**src/rtl/tick_timer_pkg.sv**
```systemverilog
package tick_timer_pkg;

    typedef enum logic [3:0] {
        IDX_PORT_B    = 4'd0,
        IDX_PORT_A    = 4'd1,
        IDX_DIR_B     = 4'd2,
        IDX_DIR_A     = 4'd3,
        IDX_TA_LO     = 4'd4,
        IDX_TA_HI     = 4'd5,
        IDX_LATCH_LO  = 4'd6,
        IDX_LATCH_HI  = 4'd7,
        IDX_TB_LO     = 4'd8,
        IDX_TB_HI     = 4'd9,
        IDX_SHIFT     = 4'd10,
        IDX_AUX       = 4'd11,
        IDX_PERIPH    = 4'd12,
        IDX_FLAGS     = 4'd13,
        IDX_ENABLE    = 4'd14,
        IDX_PORT_A_NH = 4'd15
    } reg_idx_e;

    typedef enum logic {
        TA_QUIET    = 1'b0,
        TA_PERIODIC = 1'b1
    } ta_mode_e;

    localparam int          FLAG_BITS      = 7;
    localparam int          FLAG_SHIFT_POS = 2;
    localparam int          FLAG_TIMER_POS = 6;
    localparam logic [1:0]  MODE_PERIODIC  = 2'b01;

endpackage

```
**src/rtl/tmr_prescaler.sv**
```systemverilog
module tmr_prescaler #(
    parameter int DIV = 6
) (
    input  logic clk,
    input  logic rst_n,
    output logic tick
);
    localparam int CW = (DIV > 1) ? $clog2(DIV) : 1;
    localparam logic [CW-1:0] LAST = CW'(DIV - 1);

    logic [CW-1:0] phase_q;

    always_ff @(posedge clk) begin
        if (!rst_n)             phase_q <= '0;
        else if (phase_q == LAST) phase_q <= '0;
        else                    phase_q <= phase_q + 1'b1;
    end

    assign tick = (phase_q == LAST);

    generate
        if (DIV > 1) begin : g_gap
            AST_TICK_GAP: assert property (@(posedge clk) disable iff (!rst_n)
                tick |=> !tick) else $error("tick repeated");
        end
    endgenerate

endmodule

```
**src/rtl/tmr_down_counter.sv**
```systemverilog
module tmr_down_counter #(
    parameter int W = 16
) (
    input  logic         clk,
    input  logic         rst_n,
    input  logic         tick,
    input  logic         ld_lo,
    input  logic         ld_hi,
    input  logic [7:0]   ld_byte,
    input  logic [W-1:0] reload,
    output logic [W-1:0] count,
    output logic         wrap
);
    logic [W-1:0] cnt_q;
    logic         loading;

    assign loading = ld_lo || ld_hi;
    assign wrap    = tick && (cnt_q == '0) && !loading;
    assign count   = cnt_q;

    always_ff @(posedge clk) begin
        if (!rst_n)      cnt_q <= '1;
        else if (ld_lo)  cnt_q <= {cnt_q[W-1:8], ld_byte};
        else if (ld_hi)  cnt_q <= {(W-8)'(ld_byte), cnt_q[7:0]};
        else if (wrap)   cnt_q <= reload;
        else if (tick)   cnt_q <= cnt_q - 1'b1;
    end

    AST_STEP_DOWN: assert property (@(posedge clk) disable iff (!rst_n)
        (tick && !loading && count != '0) |=> count == $past(count) - 1'b1)
        else $error("bad step");
    AST_WRAP_RELOAD: assert property (@(posedge clk) disable iff (!rst_n)
        (tick && !loading && count == '0) |=> count == $past(reload))
        else $error("bad reload");
    AST_LO_KEEPS_HI: assert property (@(posedge clk) disable iff (!rst_n)
        ld_lo |=> count[W-1:8] == $past(count[W-1:8]))
        else $error("high byte disturbed");
    AST_HOLD_NO_TICK: assert property (@(posedge clk) disable iff (!rst_n)
        (!tick && !loading) |=> $stable(count))
        else $error("count moved without tick");

endmodule

```
**src/rtl/tmr_mode_fsm.sv**
```systemverilog
module tmr_mode_fsm
    import tick_timer_pkg::*;
(
    input  logic       clk,
    input  logic       rst_n,
    input  logic       aux_wr,
    input  logic [1:0] mode_bits,
    input  logic       wrap,
    output logic       flag_set,
    output ta_mode_e   mode
);
    ta_mode_e state_q, state_d;

    always_ff @(posedge clk) begin
        if (!rst_n) state_q <= TA_QUIET;
        else        state_q <= state_d;
    end

    always_comb begin
        state_d = state_q;
        unique case (state_q)
            TA_QUIET:    if (aux_wr && mode_bits == MODE_PERIODIC) state_d = TA_PERIODIC;
            TA_PERIODIC: if (aux_wr && mode_bits != MODE_PERIODIC) state_d = TA_QUIET;
            default:     state_d = TA_QUIET;
        endcase
    end

    always_comb begin
        flag_set = 1'b0;
        unique case (state_q)
            TA_QUIET:    flag_set = 1'b0;
            TA_PERIODIC: flag_set = wrap;
            default:     flag_set = 1'b0;
        endcase
    end

    assign mode = state_q;

    AST_ENTER_PERIODIC: assert property (@(posedge clk) disable iff (!rst_n)
        (aux_wr && mode_bits == MODE_PERIODIC) |=> mode == TA_PERIODIC)
        else $error("mode not entered");
    AST_LEAVE_PERIODIC: assert property (@(posedge clk) disable iff (!rst_n)
        (aux_wr && mode_bits != MODE_PERIODIC) |=> mode == TA_QUIET)
        else $error("mode not left");

endmodule

```
**src/rtl/irq_flag_bank.sv**
```systemverilog
module irq_flag_bank
    import tick_timer_pkg::*;
(
    input  logic                 clk,
    input  logic                 rst_n,
    input  logic                 wr_flags,
    input  logic                 wr_enable,
    input  logic [7:0]           wdata,
    input  logic                 set_shift,
    input  logic                 set_timer,
    input  logic                 rd_clr_timer,
    output logic [FLAG_BITS-1:0] flags,
    output logic [FLAG_BITS-1:0] enables,
    output logic                 irq
);
    logic [FLAG_BITS-1:0] flag_q, flag_d, en_q, en_d;

    always_comb begin
        flag_d = flag_q;
        if (wr_flags)     flag_d = flag_d & ~wdata[FLAG_BITS-1:0];
        if (rd_clr_timer) flag_d[FLAG_TIMER_POS] = 1'b0;
        if (set_shift)    flag_d[FLAG_SHIFT_POS] = 1'b1;
        if (set_timer)    flag_d[FLAG_TIMER_POS] = 1'b1;
    end

    always_comb begin
        en_d = en_q;
        if (wr_enable) begin
            if (wdata[7]) en_d = en_q | wdata[FLAG_BITS-1:0];
            else          en_d = en_q & ~wdata[FLAG_BITS-1:0];
        end
    end

    always_ff @(posedge clk) begin
        if (!rst_n) begin
            flag_q <= '0;
            en_q   <= '0;
        end else begin
            flag_q <= flag_d;
            en_q   <= en_d;
        end
    end

    assign flags   = flag_q;
    assign enables = en_q;
    assign irq     = flag_q[FLAG_SHIFT_POS] & en_q[FLAG_SHIFT_POS];

    AST_TIMER_FLAG_SET: assert property (@(posedge clk) disable iff (!rst_n)
        set_timer |=> flags[FLAG_TIMER_POS])
        else $error("timer flag lost");
    AST_READ_CLEARS: assert property (@(posedge clk) disable iff (!rst_n)
        (rd_clr_timer && !set_timer) |=> !flags[FLAG_TIMER_POS])
        else $error("read clear failed");
    AST_SHIFT_WINS: assert property (@(posedge clk) disable iff (!rst_n)
        set_shift |=> flags[FLAG_SHIFT_POS])
        else $error("shift flag lost");
    AST_ENABLE_SET: assert property (@(posedge clk) disable iff (!rst_n)
        (wr_enable && wdata[7]) |=> (enables & $past(wdata[FLAG_BITS-1:0])) == $past(wdata[FLAG_BITS-1:0]))
        else $error("enable set failed");
    AST_ENABLE_CLR: assert property (@(posedge clk) disable iff (!rst_n)
        (wr_enable && !wdata[7]) |=> (enables & $past(wdata[FLAG_BITS-1:0])) == '0)
        else $error("enable clear failed");
    AST_IRQ_NEEDS_FLAG: assert property (@(posedge clk) disable iff (!rst_n)
        (wr_flags && wdata[FLAG_SHIFT_POS] && !set_shift) |=> !irq)
        else $error("irq after clear");

endmodule

```
**src/rtl/tick_timer_regfile.sv**
```systemverilog
module tick_timer_regfile
    import tick_timer_pkg::*;
#(
    parameter int ADDR_W  = 13,
    parameter int IDX_LSB = 9,
    parameter int IDX_W   = 4,
    parameter int CNT_W   = 16,
    parameter int TICK_DIV = 6
) (
    input  logic              clk,
    input  logic              rst_n,
    input  logic              bus_sel,
    input  logic              bus_wr,
    input  logic              bus_rd,
    input  logic [ADDR_W-1:0] bus_addr,
    input  logic [7:0]        bus_wdata,
    output logic [7:0]        bus_rdata,
    input  logic              sr_event,
    output logic              irq
);
    localparam int LATCH_W = CNT_W + 1;
    localparam logic [LATCH_W-1:0] LATCH_RESET = LATCH_W'(1) << CNT_W;

    logic [IDX_W-1:0] idx;
    logic             wr_go, rd_go;
    logic             unused_addr_bits;

    assign idx   = bus_addr[IDX_LSB +: IDX_W];
    assign wr_go = bus_sel && bus_wr;
    assign rd_go = bus_sel && bus_rd;
    assign unused_addr_bits = ^bus_addr[IDX_LSB-1:0];

    function automatic logic hit(input logic [IDX_W-1:0] i, input reg_idx_e r);
        return i == IDX_W'(r);
    endfunction

    // Plain storage registers
    logic [7:0] port_b_q, port_a_q, dir_b_q, dir_a_q, shift_q, aux_q, periph_q, port_a_nh_q;
    logic [LATCH_W-1:0] latch_q;

    always_ff @(posedge clk) begin
        if (!rst_n) begin
            port_b_q    <= '0;
            port_a_q    <= '0;
            dir_b_q     <= '0;
            dir_a_q     <= '0;
            shift_q     <= '0;
            aux_q       <= '0;
            periph_q    <= '0;
            port_a_nh_q <= '0;
            latch_q     <= LATCH_RESET;
        end else if (wr_go) begin
            if (hit(idx, IDX_PORT_B))    port_b_q    <= bus_wdata;
            if (hit(idx, IDX_PORT_A))    port_a_q    <= bus_wdata;
            if (hit(idx, IDX_DIR_B))     dir_b_q     <= bus_wdata;
            if (hit(idx, IDX_DIR_A))     dir_a_q     <= bus_wdata;
            if (hit(idx, IDX_SHIFT))     shift_q     <= bus_wdata;
            if (hit(idx, IDX_AUX))       aux_q       <= bus_wdata;
            if (hit(idx, IDX_PERIPH))    periph_q    <= bus_wdata;
            if (hit(idx, IDX_PORT_A_NH)) port_a_nh_q <= bus_wdata;
            if (hit(idx, IDX_LATCH_LO))  latch_q     <= {1'b0, latch_q[CNT_W-1:8], bus_wdata};
            if (hit(idx, IDX_LATCH_HI))  latch_q     <= {1'b0, (CNT_W-8)'(bus_wdata), latch_q[7:0]};
        end
    end

    // Tick and counters
    logic             tick;
    logic [CNT_W-1:0] reload_a, count_a, count_b;
    logic             wrap_a, unused_wrap_b;

    assign reload_a = (latch_q == '0) ? '0 : CNT_W'(latch_q - 1'b1);

    tmr_prescaler #(.DIV(TICK_DIV)) u_presc (
        .clk   (clk),
        .rst_n (rst_n),
        .tick  (tick)
    );

    tmr_down_counter #(.W(CNT_W)) u_cnt_a (
        .clk     (clk),
        .rst_n   (rst_n),
        .tick    (tick),
        .ld_lo   (wr_go && hit(idx, IDX_TA_LO)),
        .ld_hi   (wr_go && hit(idx, IDX_TA_HI)),
        .ld_byte (bus_wdata),
        .reload  (reload_a),
        .count   (count_a),
        .wrap    (wrap_a)
    );

    tmr_down_counter #(.W(CNT_W)) u_cnt_b (
        .clk     (clk),
        .rst_n   (rst_n),
        .tick    (tick),
        .ld_lo   (wr_go && hit(idx, IDX_TB_LO)),
        .ld_hi   (wr_go && hit(idx, IDX_TB_HI)),
        .ld_byte (bus_wdata),
        .reload  ({CNT_W{1'b1}}),
        .count   (count_b),
        .wrap    (unused_wrap_b)
    );

    // Timer A mode machine
    logic     ta_flag_set;
    ta_mode_e ta_mode;

    tmr_mode_fsm u_mode (
        .clk       (clk),
        .rst_n     (rst_n),
        .aux_wr    (wr_go && hit(idx, IDX_AUX)),
        .mode_bits (bus_wdata[7:6]),
        .wrap      (wrap_a),
        .flag_set  (ta_flag_set),
        .mode      (ta_mode)
    );

    // Flags and enables
    logic [FLAG_BITS-1:0] flags, enables;

    irq_flag_bank u_flags (
        .clk          (clk),
        .rst_n        (rst_n),
        .wr_flags     (wr_go && hit(idx, IDX_FLAGS)),
        .wr_enable    (wr_go && hit(idx, IDX_ENABLE)),
        .wdata        (bus_wdata),
        .set_shift    (sr_event),
        .set_timer    (ta_flag_set),
        .rd_clr_timer (rd_go && (hit(idx, IDX_TA_LO) || hit(idx, IDX_TA_HI))),
        .flags        (flags),
        .enables      (enables),
        .irq          (irq)
    );

    // Registered read path
    logic [7:0] rdata_q;

    always_ff @(posedge clk) begin
        if (!rst_n) begin
            rdata_q <= '0;
        end else if (rd_go) begin
            unique case (reg_idx_e'(idx))
                IDX_PORT_B:    rdata_q <= port_b_q;
                IDX_PORT_A:    rdata_q <= port_a_q;
                IDX_DIR_B:     rdata_q <= dir_b_q;
                IDX_DIR_A:     rdata_q <= dir_a_q;
                IDX_TA_LO:     rdata_q <= count_a[7:0];
                IDX_TA_HI:     rdata_q <= 8'(count_a[CNT_W-1:8]);
                IDX_LATCH_LO:  rdata_q <= latch_q[7:0];
                IDX_LATCH_HI:  rdata_q <= 8'(latch_q[CNT_W-1:8]);
                IDX_TB_LO:     rdata_q <= count_b[7:0];
                IDX_TB_HI:     rdata_q <= 8'(count_b[CNT_W-1:8]);
                IDX_SHIFT:     rdata_q <= shift_q;
                IDX_AUX:       rdata_q <= aux_q;
                IDX_PERIPH:    rdata_q <= periph_q;
                IDX_FLAGS:     rdata_q <= {1'b0, flags};
                IDX_ENABLE:    rdata_q <= {1'b0, enables};
                IDX_PORT_A_NH: rdata_q <= port_a_nh_q;
                default:       rdata_q <= '0;
            endcase
        end
    end

    assign bus_rdata = rdata_q;

    AST_QUIET_NO_TIMER_FLAG: assert property (@(posedge clk) disable iff (!rst_n)
        (ta_mode == TA_QUIET && !flags[FLAG_TIMER_POS]) |=> !flags[FLAG_TIMER_POS])
        else $error("timer flag in quiet mode");
    AST_LATCH_WRITE_CLEARS_TOP: assert property (@(posedge clk) disable iff (!rst_n)
        (wr_go && (hit(idx, IDX_LATCH_LO) || hit(idx, IDX_LATCH_HI))) |=> !latch_q[CNT_W])
        else $error("latch top bit kept");

endmodule

```
**config.mk**
```make
export PLATFORM = sky130hd
export DESIGN_NAME = tick_timer_regfile
export DESIGN_NICKNAME = d
export VERILOG_FILES = /design/src/rtl/tick_timer_pkg.sv /design/src/rtl/tmr_prescaler.sv /design/src/rtl/tmr_down_counter.sv /design/src/rtl/tmr_mode_fsm.sv /design/src/rtl/irq_flag_bank.sv /design/src/rtl/tick_timer_regfile.sv
export SDC_FILE = /design/constraint.sdc
export NUM_CORES = 1
export LEC_CHECK = 0
export BUFFER_PORTS_ARGS = -buffer_cell sky130_fd_sc_hd__buf_2
export CAP_MARGIN = 20
export CELL_PAD_IN_SITES_DETAIL_PLACEMENT = 1
export CELL_PAD_IN_SITES_GLOBAL_PLACEMENT = 1
export CORE_UTILIZATION = 48
export CTS_CLUSTER_DIAMETER = 150
export DETAILED_ROUTE_END_ITERATION = 8
export PLACE_DENSITY_LB_ADDON = 0.15
export SETUP_SLACK_MARGIN = 0.1
export SLEW_MARGIN = 20
export SYNTH_ARGS = -nofsm -noshare
export SYNTH_HDL_FRONTEND = slang
export SYNTH_HIERARCHICAL = 1
export SYNTH_SLANG_ARGS = --single-unit
```
**constraint.sdc**
```tcl
create_clock -name clk -period 3.1 [get_ports clk]
set_input_delay 0.155 -clock clk [delete_from_list [all_inputs] [get_ports clk]]
set_output_delay 0.155 -clock clk [all_outputs]
set_load 0.02 [all_outputs]
```
* Word-level counts from Yosys, hierarchy flattened
Cells that the tools add are included.
** Word-level totals
- Flip-flop bits (word level) :: 139
- Bits of input ports :: 27
- Output and inout port bits :: 9
- Word-level logic and storage cells :: 125
** Cells by class
- Add/subtract/negate cells :: 4
- Equal/unequal tests :: 20
- Multiplexer cells :: 21
- Bitwise gates (word level) :: 10
- Reduce and logical (&&, ||, !) cells :: 48
** Operators by type and width (number)
- case mux 8 bit (16 select lines) :: 1
- two-way mux 16 bit :: 7
- subtractor 16 x 1 -> 16 bit, second input constant :: 3
- two-way mux 17 bit :: 2
- equality test 4 bit, second input constant :: 8
- logical NOT 16 bit :: 2
- AND reduction 2 bit :: 14
- logical NOT 17 bit :: 1
- equality test 4 x 3 -> 1 bit, second input constant :: 4
- logical AND 1 bit :: 16
- two-way mux 8 bit :: 2
- nonzero test 3 bit :: 5
- bitwise AND 7 bit :: 2
- two-way mux 7 bit :: 2
- equality test 4 x 2 -> 1 bit, second input constant :: 2
- NOT 7 bit :: 1
- OR 7 bit :: 1
- != test 2 x 1 -> 1 bit, second input constant :: 3
- two-way mux 1 bit :: 5
- NOT 1 bit :: 5
- equality test 4 x 1 -> 1 bit, second input constant :: 1
- logical NOT 4 bit :: 1
- case mux 1 bit (2 select lines) :: 2
- nonzero test 2 bit :: 2
- 8 further kinds :: 11

* Longest topological paths before layout
- Depth after elaboration :: 8
- Mapped depth :: 12
- Mapped depth without buffers :: 9

* Modules after synthesis
Netlist, hierarchy kept.
** By module, submodules not included
- tick_timer_regfile :: instances 1, cells each 586, area an instance 5207.5 um^2, seq. area each 1781.7 um^2
- tmr_down_counter :: instances 2, cells each 165, area an instance 1262.5 um^2, seq. area each 320.3 um^2
- irq_flag_bank :: instances 1, cells each 61, area an instance 520.5 um^2, seq. area each 280.3 um^2
- tmr_prescaler :: instances 1, cells each 13, area an instance 140.1 um^2, seq. area each 60.1 um^2
- tmr_mode_fsm :: instances 1, cells each 5, area an instance 46.3 um^2, seq. area each 20.0 um^2

* Worst setup path before layout
No wires, ideal clock.
- Path type :: input to register
- From :: in bus_addr[12]
- To :: reg u_cnt_a.cnt_q[11], in the netlist u_cnt_a/count[11]
- Library setup time :: 0.129 ns
- Arrival time :: 2.317 ns
- Data required time :: 2.971 ns
- Setup slack :: 0.654 ns
- Stages on the path :: 12
- Buffers on the path :: 4
- Cell sequence :: buf_4 nor2b_1 buf_2 nand3_2 clkbuf_1 nor2_1 nor3b_1 nand3_2 or2_1 clkbuf_1 o31ai_1 a21oi_1
** On the way
- Word-level cells in the longest chain between the ends :: 7
- Elaborated cells between the ends (all ways) :: 12
- Those cells by class :: eq/ne (2); mux (2); bitwise (1); reduce/logical (7)
** Ends and longest elaborated chain
- from (decl) :: RTL line tick_timer_regfile.sv:15 : input logic [ADDR_W-1:0] bus_addr,
- equality test 4 x 3 -> 1 bit :: RTL line tick_timer_regfile.sv:34 : return i == IDX_W'(r);
- logical AND 1 bit (on tied branches) :: RTL line tick_timer_regfile.sv:83, tick_timer_regfile.sv:84
- logical OR 1 bit :: RTL line tmr_down_counter.sv:17 : assign loading = ld_lo || ld_hi;
- logical NOT 1 bit :: RTL line tmr_down_counter.sv:18 : assign wrap = tick && (cnt_q == '0) && !loading;
- logical AND 1 bit :: RTL line tmr_down_counter.sv:18
- nonzero test 3 bit (no source line) or two-way mux 16 bit (tied branches)
- AND reduction 2 bit (no source line) or two-way mux 16 bit (tied branches)
- to (signal assigned) :: RTL line tmr_down_counter.sv:23 : else if (ld_lo) cnt_q <= {cnt_q[W-1:8], ld_byte};
- to (signal assigned) :: RTL line tmr_down_counter.sv:24 : else if (ld_hi) cnt_q <= {(W-8)'(ld_byte), cnt_q[7:0]};
- to (signal assigned) :: RTL line tmr_down_counter.sv:25 : else if (wrap) cnt_q <= reload;
- to (decl) :: RTL line tmr_down_counter.sv:14 : logic [W-1:0] cnt_q;
Parallel ways exist; a longest one is shown, timed or not. The select of a mux whose other input is x is not followed.
A chain may end at the register's enable or synchronous reset.

* Worst setup path in the final report
- From :: reg u_presc.phase_q[0]
- To :: reg u_cnt_a.cnt_q[13], in the netlist u_cnt_a/count[13]
** On the way
- Word-level cells in the longest chain between the ends :: 5
- Elaborated cells between the ends (all ways) :: 7
- Those cells by class :: eq/ne (1); mux (2); reduce/logical (4)
** Ends and longest elaborated chain
- from (decl) :: RTL line tmr_prescaler.sv:11 : logic [CW-1:0] phase_q;
- from (signal assigned) :: RTL line tmr_prescaler.sv:16 : else phase_q <= phase_q + 1'b1;
- equality test 3 bit (*) :: RTL line tmr_prescaler.sv:19 : assign tick = (phase_q == LAST);
- via tick :: RTL line tick_timer_regfile.sv:67 : logic tick;
- logical AND 1 bit (2 in a row) :: RTL line tmr_down_counter.sv:18
- nonzero test 3 bit (no source line) or two-way mux 16 bit (tied branches)
- AND reduction 2 bit (no source line) or two-way mux 16 bit (tied branches)
Mark *: on every way through the listed nets, which the timed path passes. The rest lies on a longest branch. The select of a mux whose other input is x is not followed.

==> flow_summary_export.csv <==
group,metric,value,unit
clock_tree,insertion_delay,0.43,ns
pwr,pwr-share-clk,46.7,%
global_route,grt_max_degree,47,
place,place_area,8720,sq um
timing,finClkSkew,0.0115,ns
global_route,grt_pass1_wl,43500,um
clock_tree,clock_sinks,139,
place,place_ws,0.573,ns
global_route,overflow,0,
job,cap_violations,0,
synthesis,synth_top_area_share,33.0,%
floorplanning,ioPinCount,36,
timing,hold_violations,0,
worst_setup_path,crit_path_start,"u_presc/phase_q[0]",
synthesis,synth_area,8440,sq um
routing,firstDrtPassIters,5,
clock_tree,cts_setup_buffers,0,
clock_tree,htree_levels,4,
final_layout,syn2layout_area_growth,9.93,%
final_layout,layout_common_cells,"dfxtp_1, nand2_1, mux2i_1",
worst_setup_path,path_max_fanout,10,
place,gp_congestion,0.882,
clock_tree,clkTransAtPathRegs,0.07,ns
pwr,switching_share,29.2,%
timing,relSlewSlack,58.4,%
clock_tree,clockBufferDepth,2,
timing,tightest_slew,0.622,ns
final_layout,finalNetCount,1039,
floorplanning,start_util,49.0,%
pwr,powerDensity,458,nW/um^2
synthesis,synthCells,995,
worst_setup_path,crit_path_end_kind,"flip-flop",
timing,setup_viol,0,
routing,antenna_left,0,
timing,tns,0,ns
floorplanning,die-area,18100,sq um
floorplanning,die_h,135,um
worst_setup_path,worstPathArrival,2.78,ns
final_layout,diodes,0,
final_layout,drive_gt1_share,13.6,%
pwr,p_int,3010,uW
worst_setup_path,r2r-start,"u_presc/phase_q[0]",
clock_tree,numCtsBuffers,17,
worst_setup_path,ff2ff_path_depth,7,
timing,whs,0.0146,ns
synthesis,synth_seq_cells,139,
synthesis,synth_edf_count,0,
floorplanning,core,17200,sq um
clock_tree,cts_resized,0,
worst_setup_path,r2r-end,"u_cnt_a/count[13]",
synthesis,synth-main-ff-cell,"dfxtp_1",
pwr,p_comb_share,10.0,%
pwr,seqPwrFrac,43.3,%
routing,vias_per_cell,6.14,
synthesis,ys_seq_area_share,33.0,%
timing,finalMaxSlewViolations,0,
synthesis,synth_top_area_cell,"dfxtp_1",
place,hpwlAfterDp,18900,um
worst_setup_path,crit_path_end,"u_cnt_a/count[13]",
final_layout,nFillCells,2082,
run_status,status,"completed",
clock_tree,ctsHoldBuffers,0,
pwr,p_sw,1240,uW
synthesis,async_flop_share,0,%
timing,rsz0062_at_grt,"false",
clock_tree,cts_root_buf,"clkbuf_16",
global_route,grt_use_total,31.6,%
routing,drc,0,
final_layout,final_common_cell,"dfxtp_1",
pwr,leakage,0.00348,uW
worst_setup_path,r2r_slack,0.65,ns
synthesis,syn_avg_cell_area,8.48,sq um
global_route,antenna_found_initial,0,
worst_setup_path,start_kind,"flip-flop",
timing,min_period_over_period,79.0,%
worst_setup_path,crit_required,3.43,ns
pwr,vdd_drop_max,0.416,mV
timing,period_needed,2.45,ns
timing,final.setup.worst_slack,0.651,ns
final_layout,final_util,53.8,%
global_route,grt_pass1_vias,7509,
routing,drtIter0Drc,518,
place,port_buffers,26,
synthesis,synth_warnings,6,
worst_setup_path,path_class,"reg -> reg",
routing,wirelength,28000,um
routing,via_count,7633,
clock_tree,cts_tree,"yes",
timing,fmax,0.408,GHz
routing,wl_per_cell,22.5,um
floorplanning,die_w,135,um
synthesis,ys_types,76,
floorplanning,rows,48,
hold_path,hp-class,"in -> reg",
final_layout,postLayoutCellArea,9280,sq um
synthesis,netlist_top_cells_area,"dfxtp_1, mux2i_1, nor2b_1, nand2_1, a21oi_1",
## through the flow
step                      std cells  power (uW)
after floorplan                1010        2150
after global placement         1211        2290
after detailed placement       1211        2300
after CTS                      1243        4260
after global routing           1243        4380
final                          1243        4250
## critical path, cell delays in order, from the launching register on
cell and delay [ns]:
dfxtp_1 0.37, ha_1 0.21, and2_2 0.29, nor3b_1 0.36, nand3_2 0.19, nor2_1 0.39
nor2_1 0.22, a221oi_1 0.33
## layer usage
layer,global-route usage [%],part of all wire [%],vias to the layer above
met5,0,0,-
met4,12.7,3.0,0
met3,5.29,4.6,53
met2,51.1,47,181
met1,41.8,45,3851
li1,-,-,3548
## how the worst min path moves through the flow
stage                           startpoint                to  cells after the start
final                             sr_event  u_flags/flags[2]                      3
after global routing              sr_event  u_flags/flags[2]                      3
after CTS                         sr_event  u_flags/flags[2]                      3
after detailed placement  u_flags/flags[1]  u_flags/flags[1]                      2
after global placement    u_flags/flags[5]  u_flags/flags[5]                      2
after floorplan               bus_wdata[0]  u_flags/flags[0]                      1
## layout make-up
cell class,instances,area [sq um],area share (%)
Inverter,26,97.6,1.05
Timing Repair Buffer,51,320,3.45
Clock buffer,18,429,4.63
Multi-Input combinational cell,770,5240,56.5
Sequential cell,139,2780,30.0
Clock inverter,14,129,1.39
Tap cell,225,282,3.03
## flip-flops by register name, summed over array words and instances, names as in the netlist, 7 cells and up, named ones only
signal         cells
aux_q              8
bus_rdata          8
dir_a_q            8
dir_b_q            8
latch_q           17
periph_q           8
port_a_nh_q        8
port_a_q           8
port_b_q           8
shift_q            8
u_cnt_a/count     16
u_cnt_b/count     16
u_flags/flags      7
## synthesized netlist by cell type (19+ instances only)
| master | n |
|---|---|
| a21oi_1 | 53 |
| clkbuf_1 | 42 |
| dfxtp_1 | 139 |
| inv_1 | 26 |
| mux2i_1 | 89 |
| nand2_1 | 98 |
| nor2_1 | 57 |
| nor2b_1 | 81 |
| nor3_1 | 26 |
| o21ai_0 | 30 |
| o22ai_1 | 21 |
| xnor2_1 | 19 |
## logic make-up (layout without fill, tap and decap cells)
family	Yosys count	after routing	synth area share [%]
simple gates	395	395	27.6
compound gates	223	223	17.8
flops	139	139	33.0
buf+inv	101	109	5.63
mux	95	95	11.4
xor+xnor	34	34	3.53
fa+ha+maj	7	7	1.04
other cells	1	16	0.0444
## power by group through the flow
stage               Combinational (uW)  Clock (uW)  Sequential, uW
finish                             425        1980            1840
global route                       453        2080            1840
CTS                                421        2000            1840
detailed placement                 418           0            1880
global placement                   412           0            1880
floorplan                          281           0            1870
Note: power is estimated with default switching activity, not from simulation.
